**src/rtl/credit_tracker.sv**
```systemverilog
module credit_tracker #(
  parameter int THREADS  = 2,
  parameter int CNT_W    = 6,
  parameter int INFL_W   = 8,
  parameter int WIDTH_W  = 4,
  parameter int ROB_INIT = 32,
  parameter int IQ_INIT  = 16,
  parameter int LSQ_INIT = 12
) (
  input  logic                       clk,
  input  logic                       rst_n,
  input  logic [THREADS-1:0]         rob_vld,
  input  logic [THREADS*CNT_W-1:0]   rob_free,
  input  logic [THREADS-1:0]         rob_empty_in,
  input  logic [THREADS-1:0]         iq_vld,
  input  logic [THREADS*CNT_W-1:0]   iq_free,
  input  logic [THREADS-1:0]         lsq_vld,
  input  logic [THREADS*CNT_W-1:0]   lsq_free,
  input  logic [THREADS*WIDTH_W-1:0] disp_cnt,
  input  logic [THREADS*WIDTH_W-1:0] lsq_disp_cnt,
  input  logic [THREADS*WIDTH_W-1:0] avail_cnt,
  input  logic [THREADS*WIDTH_W-1:0] ren_cnt,
  output logic [THREADS*WIDTH_W-1:0] allow_cnt,
  output logic [THREADS-1:0]         block,
  output logic [THREADS*2-1:0]       limiter,
  output logic [THREADS-1:0]         rob_empty
);
  localparam int EW = ((INFL_W > CNT_W) ? INFL_W : CNT_W) + 2;

  logic [CNT_W-1:0]  rob_q  [THREADS];
  logic [CNT_W-1:0]  iq_q   [THREADS];
  logic [CNT_W-1:0]  lsq_q  [THREADS];
  logic [INFL_W-1:0] infl_q [THREADS];

  for (genvar t = 0; t < THREADS; t++) begin : g_thr
    logic [WIDTH_W-1:0] dsp, ldsp, av, ren;
    logic signed [EW-1:0] s_inf, s_dsp, s_ldsp, s_av;
    logic signed [EW-1:0] rob_e, iq_e, lsq_e, mn;
    logic [1:0] lim;
    logic [INFL_W:0] sum;

    assign dsp  = disp_cnt[t*WIDTH_W +: WIDTH_W];
    assign ldsp = lsq_disp_cnt[t*WIDTH_W +: WIDTH_W];
    assign av   = avail_cnt[t*WIDTH_W +: WIDTH_W];
    assign ren  = ren_cnt[t*WIDTH_W +: WIDTH_W];

    assign s_inf  = EW'(infl_q[t]);
    assign s_dsp  = EW'(dsp);
    assign s_ldsp = EW'(ldsp);
    assign s_av   = EW'(av);

    assign rob_e = EW'(rob_q[t]) - (s_inf - s_dsp);
    assign iq_e  = EW'(iq_q[t])  - (s_inf - s_dsp);
    assign lsq_e = EW'(lsq_q[t]) - (s_inf - s_ldsp);

    always_comb begin
      if (rob_e <= iq_e && rob_e <= lsq_e) begin
        lim = 2'd0; mn = rob_e;
      end else if (iq_e <= lsq_e) begin
        lim = 2'd1; mn = iq_e;
      end else begin
        lim = 2'd2; mn = lsq_e;
      end
    end

    assign limiter[t*2 +: 2] = lim;
    assign block[t] = (av != '0) && (mn < s_av);
    assign allow_cnt[t*WIDTH_W +: WIDTH_W] =
      (mn <= 0) ? '0 : (mn < s_av) ? mn[WIDTH_W-1:0] : av;

    assign sum = (INFL_W+1)'(infl_q[t]) + (INFL_W+1)'(ren);

    always_ff @(posedge clk or negedge rst_n) begin
      if (!rst_n) begin
        rob_q[t]     <= CNT_W'(ROB_INIT);
        iq_q[t]      <= CNT_W'(IQ_INIT);
        lsq_q[t]     <= CNT_W'(LSQ_INIT);
        infl_q[t]    <= '0;
        rob_empty[t] <= 1'b1;
      end else begin
        if (rob_vld[t]) begin
          rob_q[t]     <= rob_free[t*CNT_W +: CNT_W];
          rob_empty[t] <= rob_empty_in[t];
        end
        if (iq_vld[t])  iq_q[t]  <= iq_free[t*CNT_W +: CNT_W];
        if (lsq_vld[t]) lsq_q[t] <= lsq_free[t*CNT_W +: CNT_W];
        infl_q[t] <= ((INFL_W+1)'(dsp) > sum) ? '0
                   : INFL_W'(sum - (INFL_W+1)'(dsp));
      end
    end
  end
endmodule


```
**config.mk**
```make
export PLATFORM = sky130hd
export DESIGN_NAME = credit_tracker
export DESIGN_NICKNAME = d
export VERILOG_FILES = /design/src/rtl/credit_tracker.sv
export SDC_FILE = /design/constraint.sdc
export NUM_CORES = 1
export LEC_CHECK = 0
export BUFFER_PORTS_ARGS = -buffer_cell sky130_fd_sc_hd__buf_4
export CAP_MARGIN = 20
export CORE_AREA = 2 2 120 122
export CTS_CLUSTER_DIAMETER = 30
export DETAILED_ROUTE_END_ITERATION = 12
export DIE_AREA = 0 0 122 124
export MAX_ROUTING_LAYER = met4
export PLACE_DENSITY_LB_ADDON = 0.3
export SKIP_LAST_GASP = 1
export SLEW_MARGIN = 40
export SYNTH_ARGS = -nofsm -noshare
export SYNTH_HDL_FRONTEND = slang
export SYNTH_SLANG_ARGS = --single-unit
export TNS_END_PERCENT = 20
```
**constraint.sdc**
```tcl
create_clock -name clk -period 14.4 [get_ports clk]
set_input_delay 2.16 -clock clk [delete_from_list [all_inputs] [get_ports clk]]
set_output_delay 2.16 -clock clk [all_outputs]
set_load 0.02 [all_outputs]
```
==> results.yml, run 1 <==
clock_network:
  ctsHtreeMaxLevel: 2
  max-clock-path-buffers: 2
  clock_latency_ns: 0.31
  cts.sink_count: 54
  cts-buffers-inserted: 5
  cts-resized-gates: 0
  cts_hold_buf: 0
  cts_tree: "done"
  clk_pin_slew_ns: 0.07
  cts_setup_buffers: 0
  cts_root_buf: "clkbuf_16"
status:
  status: "finished, final reports clean"
placement:
  numPortBuffers: 93
  dpl.hpwl_um: 16400
  gp_congestion: 0.955
cells_and_area:
  drive_gt1_share_pct: 16.4
  seq_area_um2: 1360
  fillCellCount: 1167
  final_cell_mix: "111 x ha_1, 100 x inv_1, 93 x buf_4, 71 x nor2_1, 53 x nand2_1"
  multi_input_area_um2: 6330
  syn2layout_area_growth_pct: 12.3
  final_nets: 1259
  utilization_pct: 66.8
  final_common_cell: "ha_1"
  antenna_cells: 0
timing:
  min_period_over_period_pct: 72.6
  finalCriticalPeriod_ns: 10.45
  rsz0062_at_grt: "no"
  worst_pin_slew_ns: 0.744
  tns_ns: 0
  clock.fmax_ghz: 0.0957
  slew_headroom_pct: 50.1
  finalHoldViolations: 0
  setup_viol: 0
  drv_slew: 0
  fin_skew_ns: 0.00386
  hold_slack_ns: 0.525
worst_setup_path:
  critical_path_required_ns: 12.24
  crit_top_cell: "ha_1"
  critPathMaxFanout: 7
  timing.setup.critical_path_class: "input pin to primary output"
  path_buf_inv: 2
  worstPathArrival_ns: 8.29
  cp-start-kind: "input pin"
  crit_family: "compound AO/OA/AOI/OAI gates"
  crit_path_end_kind: "primary output"
  slowest_delay_ns: 0.56
  cp_slowest_cell: "fa_1"
global_routing:
  grt.overflow.total: 0
  grt_max_degree: 55
  grt_pass1_vias: 6790
  grtUsageTotal_pct: 27.4
  antenna_found_initial: 0
  grt_pass1_wl_um: 32200
die:
  die_h_um: 124
  dieArea_um2: 15100
  rows: 43
  core_area_um2: 13700
  io_pins: 94
  start_util_pct: 59.5
  die_w_um: 122
yosys:
  ys_async_sr_fraction_pct: 100
  syn_area_um2: 8170
  synth_seq_area_share_pct: 16.7
  netlist_instances: 981
  synth.top_cell.area_share_pct: 17.0
  synth_flop_cell: "dfrtp_1"
  ys_seq_elements: 54
  syn_nets: 1184
  ys_types: 91
  yosysTopAreaCell: "ha_1"
  syn_avg_cell_area_um2: 8.33
  synth-edff-count: 0
  yosysWarnings: 0
  synth.area.top_cells: "ha_1 17%, dfrtp_1 13%, xnor2_1 5.4%, inv_1 4.6%, xor2_1 3.8%"
detailed_routing:
  vias: 7356
  wl_per_cell_um: 15.9
  postRouteAntennaNets: 0
  via_per_inst: 5.95
  drt_iter0_drc: 496
  drcViolationCount: 0
  first_pass_iters: 5
  routed_wl_um: 19700
job:
  maxCapViolations: 0
min_path:
  worstHoldPathType: "flop to flop"
[worst register-to-register path, cell delays in order (launching register included)]
cell and delay, ns:
dfrtp_1 0.40, ha_1 0.22, fa_1 0.40, xor2_1 0.18, ha_1 0.35, o21ai_0 0.10
nand2b_1 0.08, a21oi_1 0.06, a41oi_1 0.27, nand2_1 0.12, nor4_2 0.56, nor3_1 0.14
[area by class of cell]
type / instances / area share [%]
repair buffers: 93 / 7.61
inverters: 100 / 4.09
well taps: 180 / 2.46
clock buffers: 7 / 1.56
flip-flops and latches: 54 / 14.9
multi-input cells: 802 / 69.1
clock inverters: 1 / 0.328
[stage by stage]
stage	setup WS, ns	instance area, um2	cells
6_report	3.95	9170	1237
5_1_grt	3.55	9170	1237
4_1_cts	3.97	9170	1237
3_5_place_dp	4.01	9000	1229
3_3_place_gp	4.17	8990	1229
2_1_floorplan	4.51	8170	981
[cell families (layout without fill, tap and decap cells)]
family / count (synthesis) / in the layout / share of synthesized area [%]
simple gates: 273 / 273 / 17.0
flops: 54 / 54 / 16.7
fa+ha+maj: 133 / 133 / 21.5
compound gates: 267 / 267 / 23.5
xor+xnor: 88 / 88 / 9.93
buf+inv: 125 / 201 / 5.84
mux: 41 / 41 / 5.51
[layer usage]
metal  vias to the layer above  global-route usage, %  wire, um
met5                         -                      -         0
met4                         0                   5.46       249
li1                       3692                      -         -
met2                       245                   41.4      8350
met1                      3396                   39.6      9820
met3                        23                   3.62      1290
[flip-flops by register name, indices dropped and copies added (netlist names)]
signal and cells:
iq_q 12, g_thr.s_inf 16, lsq_q 12, rob_q 12
rob_empty 2
[path summary, 6_finish.rpt]
path                              startpoint                 to  slack [ns]  cells past startpoint
max                              disp_cnt[0]       allow_cnt[0]        3.95                     25
max in group asynchronous              rst_n           rob_q[1]       12.01                      1
min                                 lsq_q[4]           lsq_q[4]        0.53                      1
max reg2reg                g_thr[1].s_inf[0]  g_thr[1].s_inf[2]       11.37                     11
min in group asynchronous              rst_n  g_thr[1].s_inf[3]        1.91                      1
min reg2reg                         lsq_q[4]           lsq_q[4]        0.53                      1
[synthesized netlist by cell type, drive strengths merged (9+ instances only)]
cell	instances
xnor2	51
buf	9
nand4	10
dfrtp	44
nor4	9
clkbuf	16
a31oi	16
nor2	72
mux2	29
a21oi	47
o21ai	59
o21a	16
and2	11
inv	100
nor3	21
mux2i	12
nor2b	30
xor2	36
o211ai	9
nand2	53
fa	14
nand3	21
a211oi	15
nand2b	19
a21o	30
dfstp	10
ha	111
Power of run 1 is not shown: default switching activity piles up to over one toggle a cycle in this logic, so the estimate is an artifact.
==> inputs of run 2 (changes only) <==
Settings changed: ABC_AREA set to 1, CORE_AREA 2 2 120 122 to 2 2 119 121, DIE_AREA 0 0 122 124 to 0 0 121 123.
Clock period 14.4 ns to 10.3 ns, I/O delays scaled along.
==> results.yml, run 2 <==
timing:
  worst_pin_slew_ns: 0.719
  setup_viol: 0
  rsz0062_at_grt: "no"
  hold_slack_ns: 0.497
  finalHoldViolations: 0
  min_period_over_period_pct: 80.3
  fin_skew_ns: 0.00142
  finalCriticalPeriod_ns: 8.27
  drv_slew: 0
  slew_headroom_pct: 52.0
  tns_ns: 0
  clock.fmax_ghz: 0.121
yosys:
  synth_common_cells: "311 x nand2_1, 206 x inv_1, 111 x ha_1"
  ys_types: 53
  ys_seq_elements: 54
  syn_area_um2: 8050
  synth.area.top_cells: "ha_1 17%, nand2_1 15%, dfrtp_1 14%, inv_1 9.6%, nand3_1 6.2%"
  yosysTopAreaCell: "ha_1"
  syn_nets: 1403
  netlist_instances: 1200
  ys_async_sr_fraction_pct: 100
  synth_flop_cell: "dfrtp_1"
  yosysWarnings: 0
  syn_avg_cell_area_um2: 6.70
  synth_seq_area_share_pct: 17.0
  synth_most_common_cell: "nand2_1"
  synth.top_cell.area_share_pct: 17.3
  synth-edff-count: 0
global_routing:
  antenna_found_initial: 0
  grtUsageTotal_pct: 27.9
  grt.overflow.total: 0
  grt_pass1_wl_um: 32900
  grt_pass1_vias: 6971
  grt_max_degree: 55
status:
  status: "finished, final reports clean"
worst_setup_path:
  worstPathArrival_ns: 6.73
  critPathMaxFanout: 12
  crit_family: "simple AND/OR/NAND/NOR gates"
  timing.setup.critical_path_class: "input pin to primary output"
  crit_top_cell: "nand2_1"
  crit_cells: 39
  crit_path_end_kind: "primary output"
  cp_slowest_cell: "fa_1"
  critical_path_required_ns: 8.76
  slowest_delay_ns: 0.41
  r2r_cells: 10
  path_buf_inv: 7
  cp-start-kind: "input pin"
cells_and_area:
  drive_gt1_share_pct: 16.2
  final_common_cell: "nand2_1"
  final_cell_mix: "311 x nand2_1, 206 x inv_1, 111 x ha_1, 100 x nand3_1, 94 x buf_4"
  final_nets: 1493
  antenna_cells: 0
  fillCellCount: 1246
  largest_register_ffs: 16
  syn2layout_area_growth_pct: 12.8
detailed_routing:
  routed_wl_um: 19800
  via_per_inst: 5.26
  first_pass_iters: 5
  vias: 7742
  wl_per_cell_um: 13.5
  postRouteAntennaNets: 0
  drcViolationCount: 0
  drt_iter0_drc: 570
placement:
  dpl.hpwl_um: 16700
  numPortBuffers: 93
  gp_congestion: 0.961
clock_network:
  cts-resized-gates: 0
  max-clock-path-buffers: 2
  cts_tree: "done"
  cts_setup_buffers: 0
  cts.sink_count: 54
  cts_root_buf: "clkbuf_16"
  clock_latency_ns: 0.30
  clk_pin_slew_ns: 0.07
  ctsHtreeMaxLevel: 2
  cts_hold_buf: 0
  cts-buffers-inserted: 5
die:
  core_area_um2: 13600
  die_w_um: 121
  io_pins: 94
  start_util_pct: 59.1
  dieArea_um2: 14900
  rows: 43
  die_h_um: 123
min_path:
  worstHoldPathCells: 2
  worstHoldPathType: "flop to flop"
job:
  maxCapViolations: 0
==> run 2: cell count changes after synthesis, sizes merged, moves of 11 or more <==
cell and change:
a211oi -11, a21oi +16, nor3 -14, o21a -16
inv +117, mux2i -12, nor2b -30, a21o -30
nand3 +87, xnor2 -42, nand2b -19, nor2 +13
a31oi -14, nand2 +285
==> run 2: worst register-to-register path, delay by kind of cell (launching register included) <==
| kind | cells | cell delay [ns] |
|---|---|---|
| simple gates | 3 | 0.74 |
| buf+inv | 1 | 0.26 |
| flops | 1 | 0.39 |
| xor+xnor | 1 | 0.18 |
| compound gates | 2 | 0.35 |
| fa+ha+maj | 3 | 1.00 |
==> run 2: final timing paths <==
kind,from,end,slack (ns)
max in group asynchronous,rst_n,g_thr[1].s_inf[3],8.52
worst max register to register,g_thr[1].s_inf[0],g_thr[1].s_inf[2],7.28
worst min register to register,iq_q[10],iq_q[10],0.50
worst max-delay path,lsq_disp_cnt[4],allow_cnt[4],2.03
min in group asynchronous,rst_n,g_thr[0].s_inf[2],1.28
worst min-delay path,iq_q[10],iq_q[10],0.50
==> run 2: kinds of logic (layout without fill, tap and decap cells) <==
| family | count (synthesis) | after routing | share of synthesized area [%] |
|---|---|---|---|
| buffers and inverters | 229 | 320 | 11.0 |
| and+or+nand+nor | 573 | 573 | 32.1 |
| DFF | 54 | 54 | 17.0 |
| muxes | 23 | 23 | 3.22 |
| AOI/OAI and AO/OA | 143 | 143 | 10.0 |
| xor gates and xnor gates | 53 | 53 | 5.96 |
| adders and majority gates | 125 | 125 | 20.7 |
==> run 2: through the flow <==
stage / worst slack, ns / util, % / instance area (um2) / cells
2_1_floorplan: 2.71 / - / 8050 / 1200
3_3_place_gp: 2.12 / 65.5 / 8910 / 1463
3_5_place_dp: 2.06 / 65.5 / 8910 / 1463
4_1_cts: 2.05 / 66.7 / 9070 / 1471
5_1_grt: 1.48 / 66.7 / 9070 / 1471
6_report: 2.03 / 66.7 / 9070 / 1471
==> run 2: cell type report <==
cell class                      instances  area, um2  area share, %
Multi-Input combinational cell        917       5800           63.9
Sequential cell                        54       1360           15.0
Inverter                              218        818           9.02
Timing Repair Buffer                   94        706           7.78
Tap cell                              180        225           2.48
Clock buffer                            7        133           1.46
Clock inverter                          1       30.0          0.331
==> run 2: layer usage <==
metal  up-vias  GRT usage [%]  wire, um
met5         -              -         0
met4         0           6.18       272
met3        21           2.44      1290
met2       229           42.9      8650
met1      3473           40.2      9610
li1       4019              -         -
Power of run 2 is left out for the same reason.
